### config.mk
export PLATFORM = sky130hd
export DESIGN_NAME = uart_rx_err_fifo
export DESIGN_NICKNAME = d
export VERILOG_FILES = /design/src/rtl/uart_rxq_pkg.sv /design/src/rtl/rxq_storage.sv /design/src/rtl/rxq_err_track.sv /design/src/rtl/uart_rx_err_fifo.sv
export SDC_FILE = /design/constraint.sdc
export NUM_CORES = 1
export LEC_CHECK = 0
export ABC_AREA = 1
export BUFFER_PORTS_ARGS = -buffer_cell sky130_fd_sc_hd__buf_2
export CAP_MARGIN = 20
export CORE_MARGIN = 2
export CORE_UTILIZATION = 52
export DETAILED_ROUTE_END_ITERATION = 16
export MAX_ROUTING_LAYER = met4
export PLACE_DENSITY = 0.69
export SYNTH_ARGS = -nofsm -noshare
export SYNTH_HDL_FRONTEND = slang
export SYNTH_SLANG_ARGS = --single-unit
### constraint.sdc
create_clock -name clk_i -period 3.6 [get_ports clk_i]
set_clock_uncertainty 0.05 [all_clocks]
set_input_delay 0.36 -clock clk_i [delete_from_list [all_inputs] [get_ports clk_i]]
set_output_delay 0.36 -clock clk_i [all_outputs]
set_load 0.01 [all_outputs]
### src/rtl/uart_rxq_pkg.sv
package uart_rxq_pkg;
  typedef struct packed {
    logic       brk;
    logic       frm;
    logic       par;
    logic [7:0] data;
  } rxq_entry_t;

  function automatic logic entry_has_err(rxq_entry_t e);
    return e.brk | e.frm | e.par;
  endfunction
endpackage

### src/rtl/rxq_storage.sv
module rxq_storage
  import uart_rxq_pkg::*;
#(
  parameter int DEPTH = 16,
  localparam int PTR_W = (DEPTH > 1) ? $clog2(DEPTH) : 1,
  localparam int LVL_W = $clog2(DEPTH + 1)
) (
  input  logic             clk_i,
  input  logic             rst_ni,
  input  logic             push_i,
  input  rxq_entry_t       push_entry_i,
  input  logic             pop_i,
  output rxq_entry_t       head_o,
  output logic             push_ok_o,
  output logic             pop_ok_o,
  output logic             full_o,
  output logic             empty_o,
  output logic [LVL_W-1:0] level_o
);
  localparam logic [LVL_W-1:0] DEPTH_L = LVL_W'(DEPTH);

  rxq_entry_t       mem_q [DEPTH];
  logic [PTR_W-1:0] wptr_q, rptr_q;
  logic [LVL_W-1:0] lvl_q;

  function automatic logic [PTR_W-1:0] ptr_next(logic [PTR_W-1:0] p);
    return (p == PTR_W'(DEPTH - 1)) ? '0 : p + 1'b1;
  endfunction

  assign empty_o   = (lvl_q == '0);
  assign full_o    = (lvl_q == DEPTH_L);
  assign pop_ok_o  = pop_i & ~empty_o;
  // a pop in the same cycle frees the slot a full queue needs
  assign push_ok_o = push_i & (~full_o | pop_ok_o);
  assign head_o    = empty_o ? '0 : mem_q[rptr_q];
  assign level_o   = lvl_q;

  always_ff @(posedge clk_i) begin
    if (push_ok_o) mem_q[wptr_q] <= push_entry_i;
  end

  always_ff @(posedge clk_i or negedge rst_ni) begin
    if (!rst_ni) begin
      wptr_q <= '0;
      rptr_q <= '0;
      lvl_q  <= '0;
    end else begin
      if (push_ok_o) wptr_q <= ptr_next(wptr_q);
      if (pop_ok_o)  rptr_q <= ptr_next(rptr_q);
      case ({push_ok_o, pop_ok_o})
        2'b10:   lvl_q <= lvl_q + 1'b1;
        2'b01:   lvl_q <= lvl_q - 1'b1;
        default: lvl_q <= lvl_q;
      endcase
    end
  end

  a_r2_level_bound: assert property (@(posedge clk_i) disable iff (!rst_ni)
    lvl_q <= DEPTH_L);
  a_r2_level_up: assert property (@(posedge clk_i) disable iff (!rst_ni)
    (push_ok_o && !pop_ok_o) |=> (lvl_q == $past(lvl_q) + 1'b1));
  a_r7_both_stable: assert property (@(posedge clk_i) disable iff (!rst_ni)
    (push_ok_o && pop_ok_o) |=> $stable(lvl_q));
  a_r8_empty_no_move: assert property (@(posedge clk_i) disable iff (!rst_ni)
    (empty_o && !push_i) |=> (empty_o && $stable(rptr_q)));
endmodule

### src/rtl/rxq_err_track.sv
module rxq_err_track #(
  parameter int DEPTH = 16,
  localparam int CNT_W = $clog2(DEPTH + 1)
) (
  input  logic             clk_i,
  input  logic             rst_ni,
  input  logic             add_err_i,
  input  logic             del_err_i,
  input  logic [CNT_W-1:0] level_i,
  output logic             any_err_o
);
  logic [CNT_W-1:0] cnt_q;

  always_ff @(posedge clk_i or negedge rst_ni) begin
    if (!rst_ni) cnt_q <= '0;
    else begin
      case ({add_err_i, del_err_i})
        2'b10:   cnt_q <= cnt_q + 1'b1;
        2'b01:   cnt_q <= cnt_q - 1'b1;
        default: cnt_q <= cnt_q;
      endcase
    end
  end

  assign any_err_o = (cnt_q != '0);

  a_r5_cnt_le_level: assert property (@(posedge clk_i) disable iff (!rst_ni)
    cnt_q <= level_i);
  a_r5_no_underflow: assert property (@(posedge clk_i) disable iff (!rst_ni)
    (del_err_i && !add_err_i) |-> (cnt_q != '0));
endmodule

### src/rtl/uart_rx_err_fifo.sv
module uart_rx_err_fifo
  import uart_rxq_pkg::*;
#(
  parameter int DEPTH = 16,
  localparam int LVL_W = $clog2(DEPTH + 1)
) (
  input  logic             clk_i,
  input  logic             rst_ni,
  input  logic             wr_valid_i,
  input  logic [7:0]       wr_data_i,
  input  logic             wr_brk_i,
  input  logic             wr_frm_i,
  input  logic             wr_par_i,
  input  logic             rd_data_i,
  output logic [7:0]       rd_data_o,
  input  logic             rd_stat_i,
  output logic [7:0]       stat_o,
  output logic             full_o,
  output logic             empty_o,
  output logic [LVL_W-1:0] level_o
);
  rxq_entry_t in_e, head;
  logic push_ok, pop_ok, any_err, ovr_q;

  assign in_e = '{brk: wr_brk_i, frm: wr_frm_i, par: wr_par_i, data: wr_data_i};

  rxq_storage #(.DEPTH(DEPTH)) u_store (
    .clk_i, .rst_ni,
    .push_i(wr_valid_i), .push_entry_i(in_e), .pop_i(rd_data_i),
    .head_o(head), .push_ok_o(push_ok), .pop_ok_o(pop_ok),
    .full_o, .empty_o, .level_o
  );

  rxq_err_track #(.DEPTH(DEPTH)) u_err (
    .clk_i, .rst_ni,
    .add_err_i(push_ok & entry_has_err(in_e)),
    .del_err_i(pop_ok & entry_has_err(head)),
    .level_i(level_o),
    .any_err_o(any_err)
  );

  // new overrun wins over a clearing status read in the same cycle
  always_ff @(posedge clk_i or negedge rst_ni) begin
    if (!rst_ni)                   ovr_q <= 1'b0;
    else if (wr_valid_i && !push_ok) ovr_q <= 1'b1;
    else if (rd_stat_i)            ovr_q <= 1'b0;
  end

  assign rd_data_o = head.data;
  assign stat_o = {any_err, 1'b0, full_o, head.brk, head.frm, head.par, ovr_q, ~empty_o};

  a_r4_stat_no_pop: assert property (@(posedge clk_i) disable iff (!rst_ni)
    (rd_stat_i && !rd_data_i && !wr_valid_i) |=> $stable(level_o));
  a_r5_empty_clean: assert property (@(posedge clk_i) disable iff (!rst_ni)
    empty_o |-> !any_err);
  a_r6_overrun_set: assert property (@(posedge clk_i) disable iff (!rst_ni)
    (wr_valid_i && full_o && !rd_data_i) |=> (ovr_q && full_o));
  a_r8_empty_zero: assert property (@(posedge clk_i) disable iff (!rst_ni)
    empty_o |-> (rd_data_o == 8'h00));
  a_r9_flags_excl: assert property (@(posedge clk_i) disable iff (!rst_ni)
    $onehot0({full_o, empty_o}));
endmodule

; ---- Word-level counts from Yosys, hierarchy flattened
; Memories as Yosys holds them, arrays and structs flattened.
; Index checks and enable logic that the tools add are counted.
[classes]
add_sub_neg = 6
n_eq_ne = 7
muxes = 9
n_bitwise = 11
n_reduce_logical = 7
[ops]
columns = op, n
row1 = $pmux W5 S2, 2
row2 = $mux W11, 1
row3 = $add A5 B1 Y5 const B, 2
row4 = $sub A5 B1 Y5 const B, 2
row5 = $add A4 B1 Y4 const B, 2
row6 = $eq A4 B4 Y1 const B, 2
row7 = $mux W4, 2
row8 = $reduce_bool A2 Y1, 3
row9 = $eq A5 B5 Y1 const B, 1
row10 = $logic_not A5 Y1, 1
row11 = $or A1 B1 Y1, 5
row12 = $reduce_bool A5 Y1, 1
row13 = $and A1 B1 Y1, 4
row14 = $eq A2 B1 Y1 const B, 2
row15 = $eq A2 B2 Y1 const B, 2
row16 = $mux W1, 4
row17 = $not A1 Y1, 2
row18 = $logic_and A1 B1 Y1, 1
row19 = $logic_not A1 Y1, 1
[word_totals]
regBits = 19
mem_bits_rw = 176
input_bits = 16
output_inout_bits = 23
elab_cells = 46
n_memories = 1
[mem_list]
columns = memory, words, width, read_ports, rd_clocked_by_memory_dff, wr, line
row1 = u_store.mem_q, 16, 11, 1, 0, 1, rxq_storage.sv:22  ; rxq_entry_t mem_q [DEPTH];

; ---- Longest topological paths before layout
; Gate-level depths: netlist of the first run.
[logic_depth]
ltp_word = 8
depth_mapped = 20
depth_no_buf = 18

; ---- Cells and area by module
; Synthesis of the first run repeated with hierarchy kept, for this count alone.
[hier_totals]
cells_unflattened = 753
area_unflattened_um2 = 8451.9
[modules_own_cells]
columns = module, n_inst, cells_each, area_each_um2
row1 = rxq_storage, 1, 680, 7950.1
row2 = rxq_err_track, 1, 55, 394.1
row3 = uart_rx_err_fifo, 1, 18, 107.6

; ---- Worst setup path before layout of the first run
; OpenSTA, ideal clock, no wires.
[synth_path]
path_kind = flip-flop to flip-flop
from = register u_store.rptr_q[0]
to = register u_err.cnt_q[4]
setup_ps = 79
arrival_ps = 2485
slack_ps = 985
path_stages_with_launch = 19
n_path_buf = 2
period_less_slack_ps = 2615
cell_sequence = dfrtp_1 -> buf_6 -> buf_8 -> nor2_1 -> nor2_1 -> o21ai_1 -> nand2_1 -> nor2_1 -> nor2_1 -> nor2_1 -> a21oi_1 -> ha_1 -> fa_1 -> nand2_1 -> a21oi_1 -> o21ai_0 -> nand2_1 -> nor2_1 -> xor2_1
[synth_via]
elab_chain_len = 7
word_cells_on_any_way = 9
classes_between = eq/ne (2) / mux (2) / bitwise (3) / reduce/logical (1) / memory (1)
[synth_rtl]
columns = item, line
row1 = start: declaration, rxq_storage.sv:23  ; logic [PTR_W-1:0] wptr_q, rptr_q;
row2 = start signal: assignment, rxq_storage.sv:49  ; if (pop_ok_o) rptr_q <= ptr_next(rptr_q);
row3 = $mem_v2 Z16 W11 *, --
row4 = $mux W11 *, rxq_storage.sv:35  ; assign head_o = empty_o ? '0 : mem_q[rptr_q];
row5 = $or A1 B1 Y1, uart_rxq_pkg.sv:10  ; return e.brk | e.frm | e.par;
row6 = $or A1 B1 Y1 *, uart_rxq_pkg.sv:10
row7 = $and A1 B1 Y1 *, uart_rx_err_fifo.sv:37  ; .del_err_i(pop_ok & entry_has_err(head)),
row8 = $eq A2 B1 Y1 / $eq A2 B2 Y1 (equally long branches), rxq_err_track.sv:17  ; case ({add_err_i, del_err_i})
row9 = $pmux W5 S2 / $reduce_bool A2 Y1 (equally long branches), --
row10 = end signal: assignment, rxq_err_track.sv:18  ; 2'b10: cnt_q <= cnt_q + 1'b1;
row11 = end signal: assignment, rxq_err_track.sv:19  ; 2'b01: cnt_q <= cnt_q - 1'b1;
row12 = end signal: assignment, rxq_err_track.sv:20  ; default: cnt_q <= cnt_q;
row13 = end: declaration, rxq_err_track.sv:12  ; logic [CNT_W-1:0] cnt_q;
; Mark *: on every way between the ends. The rest lies on a longest branch, timed or not.
; A chain may end at the register's enable or synchronous reset.

; ---- Worst setup path in the final report of the first run
; Ends and elaborated chain as after synthesis.

==> flow_results.org, run 1 <==
** Min path
- The path with the worst hold slack has its endpoint at ovr_q.
- The min-delay analysis places its worst path in the category in -> reg.
- Beginning of the worst hold path :: rd_stat_i
- The worst hold path passes through 2 cells.

** Layout
- Compared with the post-synthesis result, the final layout area differs by 10.8%.
- Highest-count cells in the layout ignoring fill and taps :: sky130_fd_sc_hd__edfxtp_1, sky130_fd_sc_hd__nor2_1, sky130_fd_sc_hd__nand2_1, sky130_fd_sc_hd__o21ai_0, sky130_fd_sc_hd__inv_1
- 0 antenna diodes ended up in the layout.
- Leading cell type in the layout, fill and taps excluded :: sky130_fd_sc_hd__edfxtp_1
- Number of nets in the final layout :: about 810
- The sequential cells in the finished layout cover a total of 0.00576 mm^2.
- Proportion of layout cells with a drive suffix above 1 :: a little over an eighth
- Final std cell area, no fill :: roughly 0.0094 mm^2
- The multi-input combinational cells in the finished layout cover a total of 0.00218 mm^2.
- Number of standard cells in the final layout excluding fillers :: roughly 1,000
- The filler cells instantiated in the layout total 1,319.

** Worst setup path
- Counting cells, the worst reg-to-reg path comes to 17.
- Classification of the worst setup path :: reg -> reg
- Slowest Stage Delay on Critical Path :: 680 ps
- The endpoint identified for the worst register-to-register timing path is u_err.cnt_q[4].
- The worst setup path is captured at a flop.
- Type of origin of the critical path :: flop
- The cell family contributing the most delay on the critical path is simple AND/OR/NAND/NOR gates.
- Walking the worst path, the cells encountered are inv_8 > nand2_1 > nand2_1 > nand2_1 > nand3_1 > nand3_1 > nand2_1 > nor2_1 > a21oi_1 > ha_1 > fa_1 > nand2_1 > a21oi_1 > o21ai_0 > nand2_1 > nor2_1 > xor2_1.
- Start point of the critical path :: u_store.rptr_q[0]
- In this run the register-to-register setup slack is 330 ps.
- Slowest cell on crit path :: sky130_fd_sc_hd__dfrtp_2
- Critical R2R Launch :: u_store.rptr_q[0]
- Cell type with the highest occurrence count on the critical path :: sky130_fd_sc_hd__nand2_1
- Count of buffer and inverter cells on the critical path :: 1
- STA puts the critical path data required time at 3900 ps.
- For the worst setup path, the data arrival time is approximately 3600 ps.
- Critical-path maximum fanout :: 55

** Synth
- Syn Area/Cell :: 11.5 um^2
- Synthesized netlist net count :: around 760
- Synthesized flop and latch total :: 195
- Yosys printed 0 warnings.
- Unique cell type count in the Yosys netlist :: 35
- After synthesis the cells add up to 0.00845 mm^2.
- Cell type contributing the most total cell area after synthesis :: sky130_fd_sc_hd__edfxtp_1
- Of the synthesized area, sequential elements account for 68.1%.
- Synth top area share :: 62.5%
- Post-Syn Instances :: 734
- Sorting the synthesized cells by area gives the leading types as sky130_fd_sc_hd__edfxtp_1, sky130_fd_sc_hd__dfrtp_1, sky130_fd_sc_hd__nor2_1.

** Timing
- Max Transition Viols Final :: 0
- Slew at the pin closest to its max-slew limit :: 692 ps
- The hold violation count in the final report was 0.
- Worst hold slack across all endpoints :: 88.2 ps
- Setup slack closes at 326 ps.
- Based on the critical path, the design can be clocked at up to 0.305 GHz.
- Headroom to the max-slew limit came out at between 50 and 60%.
- RSZ-0062 raised after global routing :: no
- Final Setup Violations :: 0
- Minimum period implied by the final worst setup slack :: about 3300 ps
- Adding up every negative setup slack in the final design gives 0 ps.
- Of the available clock period, the critical path in the final layout requires 90.9%.

** CTS
- Number of buffers on the longest clock path :: 2
- Clock-pin transition on the worst setup and hold timing paths :: 70 ps
- Clock sink count :: 195
- At the later pin of the worst-skew pair, clock insertion delay measures 430 ps.
- Clock H-tree levels :: 4
- Post-cts gate resize count :: 0
- Root buf cell :: sky130_fd_sc_hd__clkbuf_16
- TritonCTS built the clock tree.
- Total clock buffers created by CTS :: 17

** Die
- The die is 132 um tall.
- Initial standard-cell utilization of the core :: 53.2%
- The die is approximately 130 um wide.
- The core region is 0.0159 mm^2.
- Ports :: 39
- In this run the core area contains 46 standard-cell rows.
- Area of the die :: 0.0173 mm^2

** Power and ir drop
- In this run, flip-flops and latches consume 41.3% of the power.
- Leak :: approximately 0.0036 uW
- The share of total power dissipated in the clock network is 24.6%.
- Fraction of power consumed by combinational cells :: roughly a third
- Power spread over the standard cell area amounts to ~760 mW/mm^2.
- Switching share of power :: 36.6%
- Net switching power of the design :: around 2600 uW
- Worst-case vdd ir drop :: 0.000425 V
- The internal power of the cells totals 4540 uW.

** Global route
- Global routing used a little under a quarter of the available tracks across all layers.
- Global routing finished with a remaining overflow of 0.
- First-pass GRT wire length :: 29.4 mm
- The initial antenna violation count came to 0.
- Via count of the first global-routing pass :: 5,383
- Entering global routing, the biggest net connects 56 pins.

** Drt
- The detailed router finished its first iteration with approximately 730 violations.
- After detailed routing, the total wire length is 18.9 mm.
- Final routed DRC violation total :: 0
- Across all layers, the routed design uses 5,649 vias.
- After detailed routing, the average wire length per cell comes to around 19 um.
- The first TritonRoute pass finished after 5 iterations.
- Dividing the detail-routed via count by the number of cells gives 5.60.
- The detail route stage leaves a number of antenna-violating nets equal to 0.

** Place
- DP Area :: 0.00882 mm^2
- During placement, the flow inserted port buffers numbering 37.
- Weighted congestion at the end of routability-driven global placement :: 0.855
- Minimum setup slack after placement :: between 300 and 400 ps
- The wire-length estimate of the detail-placed layout is 11.7 mm.
- Post-Place Cells :: around 980

** Status
- Status :: finished, final reports clean

** Job
- The tool flagged a number of max-cap violations equal to 0.
registers in the layout (all words and copies together), names as in the netlist:
signal and cells:
u_store.rptr_q 4, u_store.wptr_q 4, u_store.level_o 5, u_err.cnt_q 5, u_store.mem_q 176, ovr_q 1
synth_stat cells (all sizes together):
cell	instances
edfxtp	176
nor2	123
nand2	119
o21ai	88
inv	57
buf	34
nand3	33
dfrtp	19
o22ai	17
o211ai	16
a21oi	13
ha	12
xor2	7
a31oi	4
clkbuf	4
nor3	4
fa	2
a211oi	1
clkinv	1
conb	1
nand4	1
o31ai	1
xnor2	1
cells by family (layout without fill, tap and decap cells):
| kind of cell | Yosys count | in the layout | share of synthesized area [%] |
|---|---|---|---|
| AND/OR/NAND/NOR | 280 | 280 | 13.3 |
| flip-flops | 195 | 195 | 68.1 |
| AO/OA/AOI/OAI | 140 | 140 | 9.31 |
| buffers and inverters | 96 | 154 | 6.11 |
| adder cells (fa/ha/maj) | 14 | 14 | 2.25 |
| XOR/XNOR | 8 | 8 | 0.829 |
| other | 1 | 1 | 0.0444 |
layout make-up:
type	count	area share [%]
clock buffers	20	4.66
clock inverters	12	1.15
inverters	58	2.42
multi-input cells	443	23.2
flip-flops and latches	195	61.5
well taps	216	2.88
repair buffers	64	4.17
metrics by stage:
step / total power, uW / utilization (%)
final: 7170 / 59.0
after global placement: 5330 / 55.5
after detailed placement: 5420 / 55.5
after global routing: 7580 / 59.0
after CTS: 7160 / 59.0
after floorplan: 4750 / -
worst max-delay path by stage:
stage          slack (ps)        endpoint  cells past startpoint
3_3_place_gp          530  u_err.cnt_q[4]                     15
4_1_cts               370  u_err.cnt_q[4]                     17
5_1_grt                70  u_err.cnt_q[4]                     17
6_report              330  u_err.cnt_q[4]                     17
2_1_floorplan         990  u_err.cnt_q[4]                     18
3_5_place_dp          380  u_err.cnt_q[4]                     15
repair_timing:
action                    CTS  global route
hold endpoints to repair   19             0
hold buffers                1             0
setup buffers               0             0
metal layers:
metal  track usage (%)  wire length, um  part of all wire, %
met4              9.06              453                  2.4
met5                 -                0                    0
met1              31.1             8150                   43
met2              34.8             9070                   48
met3              4.28             1180                  6.3
power groups by stage:
stage               Sequential [uW]  Combinational (uW)  Clock, uW
floorplan                      2920                1820          0
global placement               2980                2350          0
detailed placement             3000                2420          0
CTS                            2960                2440       1770
global route                   2990                2730       1860
finish                         2960                2450       1760
Note: power is estimated with default switching activity, not from simulation.
==> run 2: changes to the inputs <==
--- a/config.mk
+++ b/config.mk
@@ -11,7 +11,6 @@
 export CORE_MARGIN = 2
 export CORE_UTILIZATION = 52
 export DETAILED_ROUTE_END_ITERATION = 16
-export MAX_ROUTING_LAYER = met4
 export PLACE_DENSITY = 0.69
 export SYNTH_ARGS = -nofsm -noshare
 export SYNTH_HDL_FRONTEND = slang
==> constraint.sdc (replaced) <==
create_clock -name clk_i -period 3.92 [get_ports clk_i]
set_clock_uncertainty 0.05 [all_clocks]
set_input_delay 0.392 -clock clk_i [delete_from_list [all_inputs] [get_ports clk_i]]
set_output_delay 0.392 -clock clk_i [all_outputs]
set_load 0.1 [all_outputs]
==> run 2 against run 1 <==
Against the previous run: design area increased by 0.32%; final cell count shrank 0.69%; via count shrank 1.4%; global-route usage shrank 0.75 points; largest cell class unchanged.
==> flow_results.org, run 2 (same netlist as run 1, synthesis figures left out) <==
** Status
- Status :: finished, final reports clean

** Power and ir drop
- The maximum ir drop on the vdd rail came to 0.000684 V (+61%).
- The power density of the placed cells is 827 mW/mm^2 (+8.2%).
- The static leakage is 0.00355 uW (-0.32%).
- Net switching power of the design :: 3530 uW (+34%)
- Power consumption :: 7780 uW (+8.5%)
- The combinational power share was 42.8% (+8.7 points).
- Cell internal power dissipation :: 4250 uW (-6.4%)
- The part of the power in the clock network is 22.1% (-2.5 points).
- The switching fraction of total power is 45.4% (+8.7 points).
- The share of total power in sequential cells is 35.1% (-6.2 points).

** Timing
- The headroom to the max-slew limit is 34.4% (-19 points).
- The highest achievable clock rate is 0.294 GHz (-3.9%).
- RSZ-0062 raised after global routing :: no
- Fraction of the cycle the final worst path needs :: 86.9% (-4.1 points)
- Worst setup margin :: 514 ps (+188 ps)
- Slew at the pin closest to its max-slew limit :: 983 ps (+290 ps)
- Minimum period implied by the final worst setup slack :: 3410 ps (+132 ps)
- The number of max-slew violations in the final report was 0 (unchanged).
- The hold violation count in the final report is 0 (unchanged).
- The hold slack is 104 ps (+15.4 ps).
- Final Setup Violations :: 0 (unchanged)

** Die
- Die width :: 132 um (unchanged)
- Placeable core region :: 0.0159 mm^2 (unchanged)
- The number of ports placed on the die boundary was 39 (unchanged).
- Area of the die :: 0.0173 mm^2 (unchanged)
- Y dimension of the die :: 132 um (unchanged)
- The number of cell rows is 46 (unchanged).
- The initial core utilization was 53.2% (unchanged).

** Global route
- The total track usage came to 22.2% (-0.75 points).
- First-pass GRT wire length :: 29.2 mm (-0.73%)
- Initial antenna violation count :: 0 (unchanged)
- Pin count of the biggest net entering global routing :: 91 (+63%)
- Residual overflow from global routing :: 0 (unchanged)
- The number of global-route vias before repair was 5,428 (+0.84%).

** Worst setup path
- The signal arrival time at the worst endpoint was 3710 ps (+130 ps).
- Type of origin of the critical path :: flop
- The worst setup path is of the reg -> reg kind.
- The worst register-to-register path begins at u_store.rptr_q[1].
- The largest fanout of any net on the critical path is 26 (-53%).
- R2R Setup Slk :: 510 ps (+190 ps)
- Critical path data required time :: 4230 ps (+330 ps)
- Start point of the critical path :: u_store.rptr_q[1]
- The worst setup path is captured at a flop.

** Layout
- Reg with most FFs :: u_store.mem_q
- The core utilization of the finished layout was 59.2% (+0.19 points).
- Number of nets in the final layout :: 803 (-0.74%)
- Proportion of layout cells with a drive suffix above 1 :: 14.6% (+1.1 points)
- The final instance area came to 0.00940 mm^2 (+0.32%).
- The number of filler instances in the final layout came to 1,307 (-0.91%).
- Leading cell type in the layout, fill and taps excluded :: sky130_fd_sc_hd__edfxtp_1
- The top cell types in the final layout, fill and taps aside, are sky130_fd_sc_hd__edfxtp_1, sky130_fd_sc_hd__nor2_1, sky130_fd_sc_hd__nand2_1, sky130_fd_sc_hd__o21ai_0, sky130_fd_sc_hd__inv_1.
- The number of antenna cells inserted is 0 (unchanged).
- From synthesis to final layout, the design area changed by 11.2%.
- The number of flip-flops in the largest register is 176 (unchanged).

** CTS
- The clock transition at the register clock pins on the worst setup and hold paths after CTS came to 70 ps (about the same).
- The maximum buffer depth of the clock tree is 2 (unchanged).
- Root buf cell :: sky130_fd_sc_hd__clkbuf_16
- The H-tree depth reported by CTS was 4 (unchanged).
- The total clock sinks was 195 (unchanged).
- CTS tree :: built
- The number of buffers created by CTS came to 17 (unchanged).
- The clock latency reported for the late side of the worst-skew pair came to 430 ps (about the same).

** Place
- DP Area :: 0.00881 mm^2 (about the same)
- Weighted congestion at the end of routability-driven global placement :: 0.816 (-4.6%)
- The HPWL after detailed placement was 11.3 mm (-3.7%).
- Port buffer count :: 37 (unchanged)
- Minimum setup slack after placement :: 504 ps (+121 ps)

** Drt
- Routed WL per cell :: 18.8 um (+0.68%)
- Iteration-0 DRC Markers :: 611 (-16%)
- Vias after detailed routing :: 5,570 (-1.4%)
- Vias per inst :: 5.56 (-0.71%)
- Routed Antenna Nets :: 0 (unchanged)
- The remaining design rule violation count was 0 (unchanged).
- Post-Route WL :: 18.9 mm (about the same)
- The detailed-routing iteration count for the pre-antenna-repair pass came to 5 (unchanged).

** Min path
- The worst hold path begins at rd_stat_i.
- Worst hold path type :: in -> reg

** Job
- Max-cap violation count :: 0 (unchanged)
[run 2: changes by cell type in the layout (fill, tap and decap cells not counted), moves of 2 or more]
cell,change
sky130_fd_sc_hd__buf_4,-7
sky130_fd_sc_hd__dfrtp_1,-5
sky130_fd_sc_hd__dfrtp_2,+5
sky130_fd_sc_hd__clkbuf_1,-3
sky130_fd_sc_hd__nor2_1,-3
sky130_fd_sc_hd__nor2_2,+3
sky130_fd_sc_hd__a21oi_1,-2
sky130_fd_sc_hd__a21oi_2,+2
[run 2: layout make-up]
class                           count  area (um^2)  area share (%)
Sequential cell                   195         5770            61.4
Multi-Input combinational cell    443         2200            23.4
Clock buffer                       17          425            4.52
Timing Repair Buffer               58          358            3.81
Tap cell                          216          270            2.87
Inverter                           58          226            2.41
Clock inverter                     14          154            1.64
[run 2: timing repair]
action | CTS | global route
endpoints found under the hold margin | 19 | 0
hold buffers | 1 | 0
setup buffers | 0 | 0
resized for setup | 0 | 0
[run 2: power groups by stage]
| stage | logic [uW] | clock network (uW) | registers (uW) |
|---|---|---|---|
| final | 3330 | 1720 | 2730 |
| after global routing | 3580 | 1790 | 2760 |
| after CTS | 3330 | 1720 | 2730 |
| after detailed placement | 3320 | 0 | 2770 |
| after global placement | 3250 | 0 | 2760 |
| after floorplan | 2580 | 0 | 2870 |
[run 2: layer usage]
layer / part of all wire (%) / vias up / GRT usage [%]
li1: - / 2612 / -
met4: 2.2 / 0 / 8.82
met5: 0 / - / 0
met3: 5.6 / 29 / 3.63
met2: 49 / 196 / 36.0
met1: 43 / 2733 / 30.3
[run 2: path summary, 6_finish.rpt]
kind,to,cells after the start
max in group asynchronous,u_store.level_o[2],2
min,ovr_q,2
min reg2reg,u_err.cnt_q[4],1
max,u_err.cnt_q[4],17
max reg2reg,u_err.cnt_q[4],17
min in group asynchronous,u_store.wptr_q[1],2
[run 2: through the flow]
step	setup TNS (ps)	instances
after floorplan	-550	734
after global placement	0	969
after detailed placement	0	969
after CTS	0	1001
after global routing	0	1001
final	0	1001
[run 2: worst max-delay path, stage by stage (launching register included)]
cell	delay, ps
sky130_fd_sc_hd__dfrtp_2	650
sky130_fd_sc_hd__clkinv_2	440
sky130_fd_sc_hd__nand3_1	220
sky130_fd_sc_hd__nand2_1	80
sky130_fd_sc_hd__nand2_1	70
sky130_fd_sc_hd__nand2_1	60
sky130_fd_sc_hd__inv_1	60
sky130_fd_sc_hd__nand2_1	60
sky130_fd_sc_hd__nor2_1	110
sky130_fd_sc_hd__a21oi_1	90
sky130_fd_sc_hd__ha_1	300
sky130_fd_sc_hd__fa_1	480
sky130_fd_sc_hd__nand2_1	90
sky130_fd_sc_hd__a21oi_1	70
sky130_fd_sc_hd__o21ai_0	150
sky130_fd_sc_hd__nand2_1	70
sky130_fd_sc_hd__nor2_1	110
sky130_fd_sc_hd__xor2_1	160
==> run 3: changes to the inputs <==
--- a/config.mk
+++ b/config.mk
@@ -8,10 +8,13 @@
 export ABC_AREA = 1
 export BUFFER_PORTS_ARGS = -buffer_cell sky130_fd_sc_hd__buf_2
 export CAP_MARGIN = 20
+export CELL_PAD_IN_SITES_DETAIL_PLACEMENT = 1
+export CELL_PAD_IN_SITES_GLOBAL_PLACEMENT = 1
 export CORE_MARGIN = 2
 export CORE_UTILIZATION = 52
 export DETAILED_ROUTE_END_ITERATION = 16
-export PLACE_DENSITY = 0.69
+export PLACE_DENSITY_LB_ADDON = 0.1
+export SKIP_LAST_GASP = 1
 export SYNTH_ARGS = -nofsm -noshare
 export SYNTH_HDL_FRONTEND = slang
 export SYNTH_SLANG_ARGS = --single-unit
==> run 3 against run 2 <==
Against the previous run: global-route usage is 4.6 points higher; count of clock-buffer cells in the layout rose by 1; power rose by 3.1%; die area unchanged; utilization is 0.30 points higher; critical path depth unchanged; clock power increased by 7%; register-to-register slack lost 160 ps; routed wire length grew 18%; design area rose by 0.51%; via count up 3.5%; largest power group unchanged; highest routed layer unchanged.
==> flow_results.org, run 3 (same netlist as run 1, synthesis figures left out) <==
** Status
- The flow ran to the end, and the final reports show no timing, DRC or antenna violations.

** Layout
- Highest-count cells in the layout ignoring fill and taps :: sky130_fd_sc_hd__edfxtp_1, sky130_fd_sc_hd__nor2_1, sky130_fd_sc_hd__nand2_1, sky130_fd_sc_hd__o21ai_0, sky130_fd_sc_hd__inv_1
- Number of nets in the final layout :: 805 (+0.25%)
- Proportion of layout cells with a drive suffix above 1 :: 15.4% (+0.71 points)
- The core utilization of the finished layout was 59.5% (+0.30 points).
- Ranked by flip-flop count, first place goes to u_store.mem_q.
- Number of standard cells in the final layout excluding fillers :: 1,004 (+0.30%)
- Fill cell count :: 1,668 (+28%)
- The number of flip-flops in the largest register is 176 (unchanged).
- The number of antenna cells inserted came to 0 (unchanged).
- Leading cell type in the layout, fill and taps excluded :: sky130_fd_sc_hd__edfxtp_1
- Compared with the post-synthesis result, the final layout area differs by 11.8%.

** Drt
- The remaining design rule violation count came to 0 (unchanged).
- Sum of met3 wire segment lengths after detailed routing :: 1.13 mm (+6.7%)
- Routed Antenna Nets :: 0 (unchanged)
- The per-cell via count in the routed design was 5.74 (+3.2%).
- Routed WL per cell :: 22.2 um (+18%)
- Iteration-0 DRC Markers :: 521 (-15%)
- Met2 wire length :: 11.1 mm (+20%)
- Post-Route WL :: 22.3 mm (+18%)
- Router iterations before antenna repair :: 4 (-1)
- Metal-1 WL :: 9.43 mm (+16%)
- The routed via count was 5,765 (+3.5%).
- Uppermost routed layer :: met4

** Die
- The number of ports placed on the die boundary was 39 (unchanged).
- The number of cell rows is 46 (unchanged).
- The initial core utilization came to 53.2% (unchanged).
- The total die area was 0.0173 mm^2 (unchanged).
- Placeable core region :: 0.0159 mm^2 (unchanged)
- Y dimension of the die :: 132 um (unchanged)
- Die width :: 132 um (unchanged)

** CTS
- The maximum buffer depth of the clock tree was 2 (unchanged).
- Total clock buffers created by CTS :: 17 (unchanged)
- Insertion delay of the later-clocked pin in the worst-skew pair :: 440 ps (about the same)
- TritonCTS built the clock tree.
- Clock-pin transition on the worst setup and hold timing paths :: 70 ps (about the same)
- The total clock sinks came to 195 (unchanged).
- In this run the clock root is driven by a sky130_fd_sc_hd__clkbuf_16.
- Clock H-tree levels :: 4 (unchanged)

** Place
- HPWL after detailed placement :: 13.3 mm (+18%)
- The routability congestion estimate from global placement came to 0.814 (-0.21%).
- Port buffer count :: 37 (unchanged)
- Post-Place Cells :: 971 (+0.21%)

** Global route
- Pin count of the biggest net entering global routing :: 91 (unchanged)
- The initial antenna violation count came to 0 (unchanged).
- First-pass GRT wire length :: 34.8 mm (+19%)
- The number of global-route vias before repair was 6,196 (+14%).
- Residual overflow from global routing :: 0 (unchanged)
- The total track usage came to 26.8% (+4.6 points).

** Timing
- The number of max-slew violations in the final report is 0 (unchanged).
- Minimum period implied by the final worst setup slack :: 3560 ps (+158 ps)
- The headroom to the max-slew limit came to 31.5% (-2.9 points).
- Slew at the pin closest to its max-slew limit :: 1030 ps (+43.0 ps)
- The final number of setup-violating endpoints is 0 (unchanged).
- The share of the clock period used by the worst path came to 90.9% (+4.0 points).
- RSZ-0062 raised after global routing :: no
- The hold slack is 87.5 ps (-16.1 ps).
- The hold violation count in the final report came to 0 (unchanged).
- Fmax :: 0.281 GHz (-4.4%)

** Power and ir drop
- Leak :: 0.00357 uW (+0.59%)
- Power density relative to cell area :: 849 mW/mm^2 (+2.6%)
- Power consumption :: 8020 uW (+3.1%)
- Worst-case vdd ir drop :: 0.000850 V (+24%)

** Worst setup path
- The largest fanout of any net on the critical path was 90 (+250%).
- The critical path buffer and inverter count was 1 (-1).
- Traced cell by cell, the critical path runs through inv_8 > nand2_1 > nand2_1 > nand2_1 > nand3_1 > nand3_1 > nand2_1 > nor2_1 > a21oi_1 > ha_1 > fa_1 > nand2_1 > a21oi_1 > o21ai_0 > nand2_1 > nor2_1 > xor2_1.
- In this design, the largest share of critical-path delay is due to simple AND/OR/NAND/NOR gates.
- Classification of the worst setup path :: reg -> reg
- The biggest cell delay along the critical path was 750 ps (+100 ps).
- On the critical path, the stage with the largest delay is an instance of sky130_fd_sc_hd__dfrtp_2.
- STA classifies the critical path endpoint as a flop.
- Counting stages on the worst path, the most repeated cell is sky130_fd_sc_hd__nand2_1.
- Critical path data required time :: 4230 ps (about the same)
- Arrival time of data at the critical path endpoint :: 3880 ps (+170 ps)
- Type of origin of the critical path :: flop

** Min path
- Worst hold path type :: in -> reg

** Job
- Max-cap violation count :: 0 (unchanged)
run 3: cell count changes in the layout (fill, tap and decap cells not counted), sizes merged:
cell      before  now
inv           61   64
clkbuf        17   18
clkinv         7    2
clkinvlp       2    3
bufinv         2    3
buf           57   59
run 3: through the flow:
step	cell area [um^2]	worst slack (ps)	TNS (ps)
global route	9450	42.2	0
floorplan	8480	-101	-550
global placement	8820	648	0
detailed placement	8820	389	0
CTS	9450	320	0
finish	9450	356	0
run 3: area by class of cell:
| cell class | instances | area [um^2] | share of cell area [%] |
|---|---|---|---|
| Clock buffer | 18 | 429 | 4.54 |
| Tap cell | 216 | 270 | 2.86 |
| Multi-Input combinational cell | 443 | 2200 | 23.3 |
| Inverter | 58 | 226 | 2.40 |
| Sequential cell | 195 | 5770 | 61.1 |
| Clock inverter | 14 | 190 | 2.01 |
| Timing Repair Buffer | 60 | 360 | 3.81 |
run 3: repair_timing:
item	4_1_cts	5_1_grt
gates resized for setup	0	0
hold endpoints to repair	19	0
hold buffers	1	0
setup buffers	0	0
run 3: power by group:
group	total, uW	switching [uW]	internal, uW
clock network	1840	813	1030
registers	2730	192	2540
logic	3450	2680	772
run 3: final timing paths:
| path | start | endpoint | slack [ps] | depth (start not counted) |
|---|---|---|---|---|
| worst min-delay path | rd_stat_i | ovr_q | 90 | 2 |
| min in group asynchronous | rst_ni | u_store.level_o[2] | 390 | 2 |
| worst max-delay path | u_store.rptr_q[0] | u_err.cnt_q[4] | 360 | 17 |
| worst max register to register | u_store.rptr_q[0] | u_err.cnt_q[4] | 360 | 17 |
| worst min register to register | u_err.cnt_q[4] | u_err.cnt_q[4] | 440 | 1 |
| max in group asynchronous | rst_ni | u_store.rptr_q[0] | 3090 | 2 |
run 3: metal layers:
| layer | track usage, % | vias to the layer above |
|---|---|---|
| li1 | - | 2617 |
| met1 | 35.2 | 2935 |
| met2 | 44.8 | 167 |
| met3 | 4.78 | 46 |
| met4 | 10.3 | 0 |
| met5 | 0 | - |
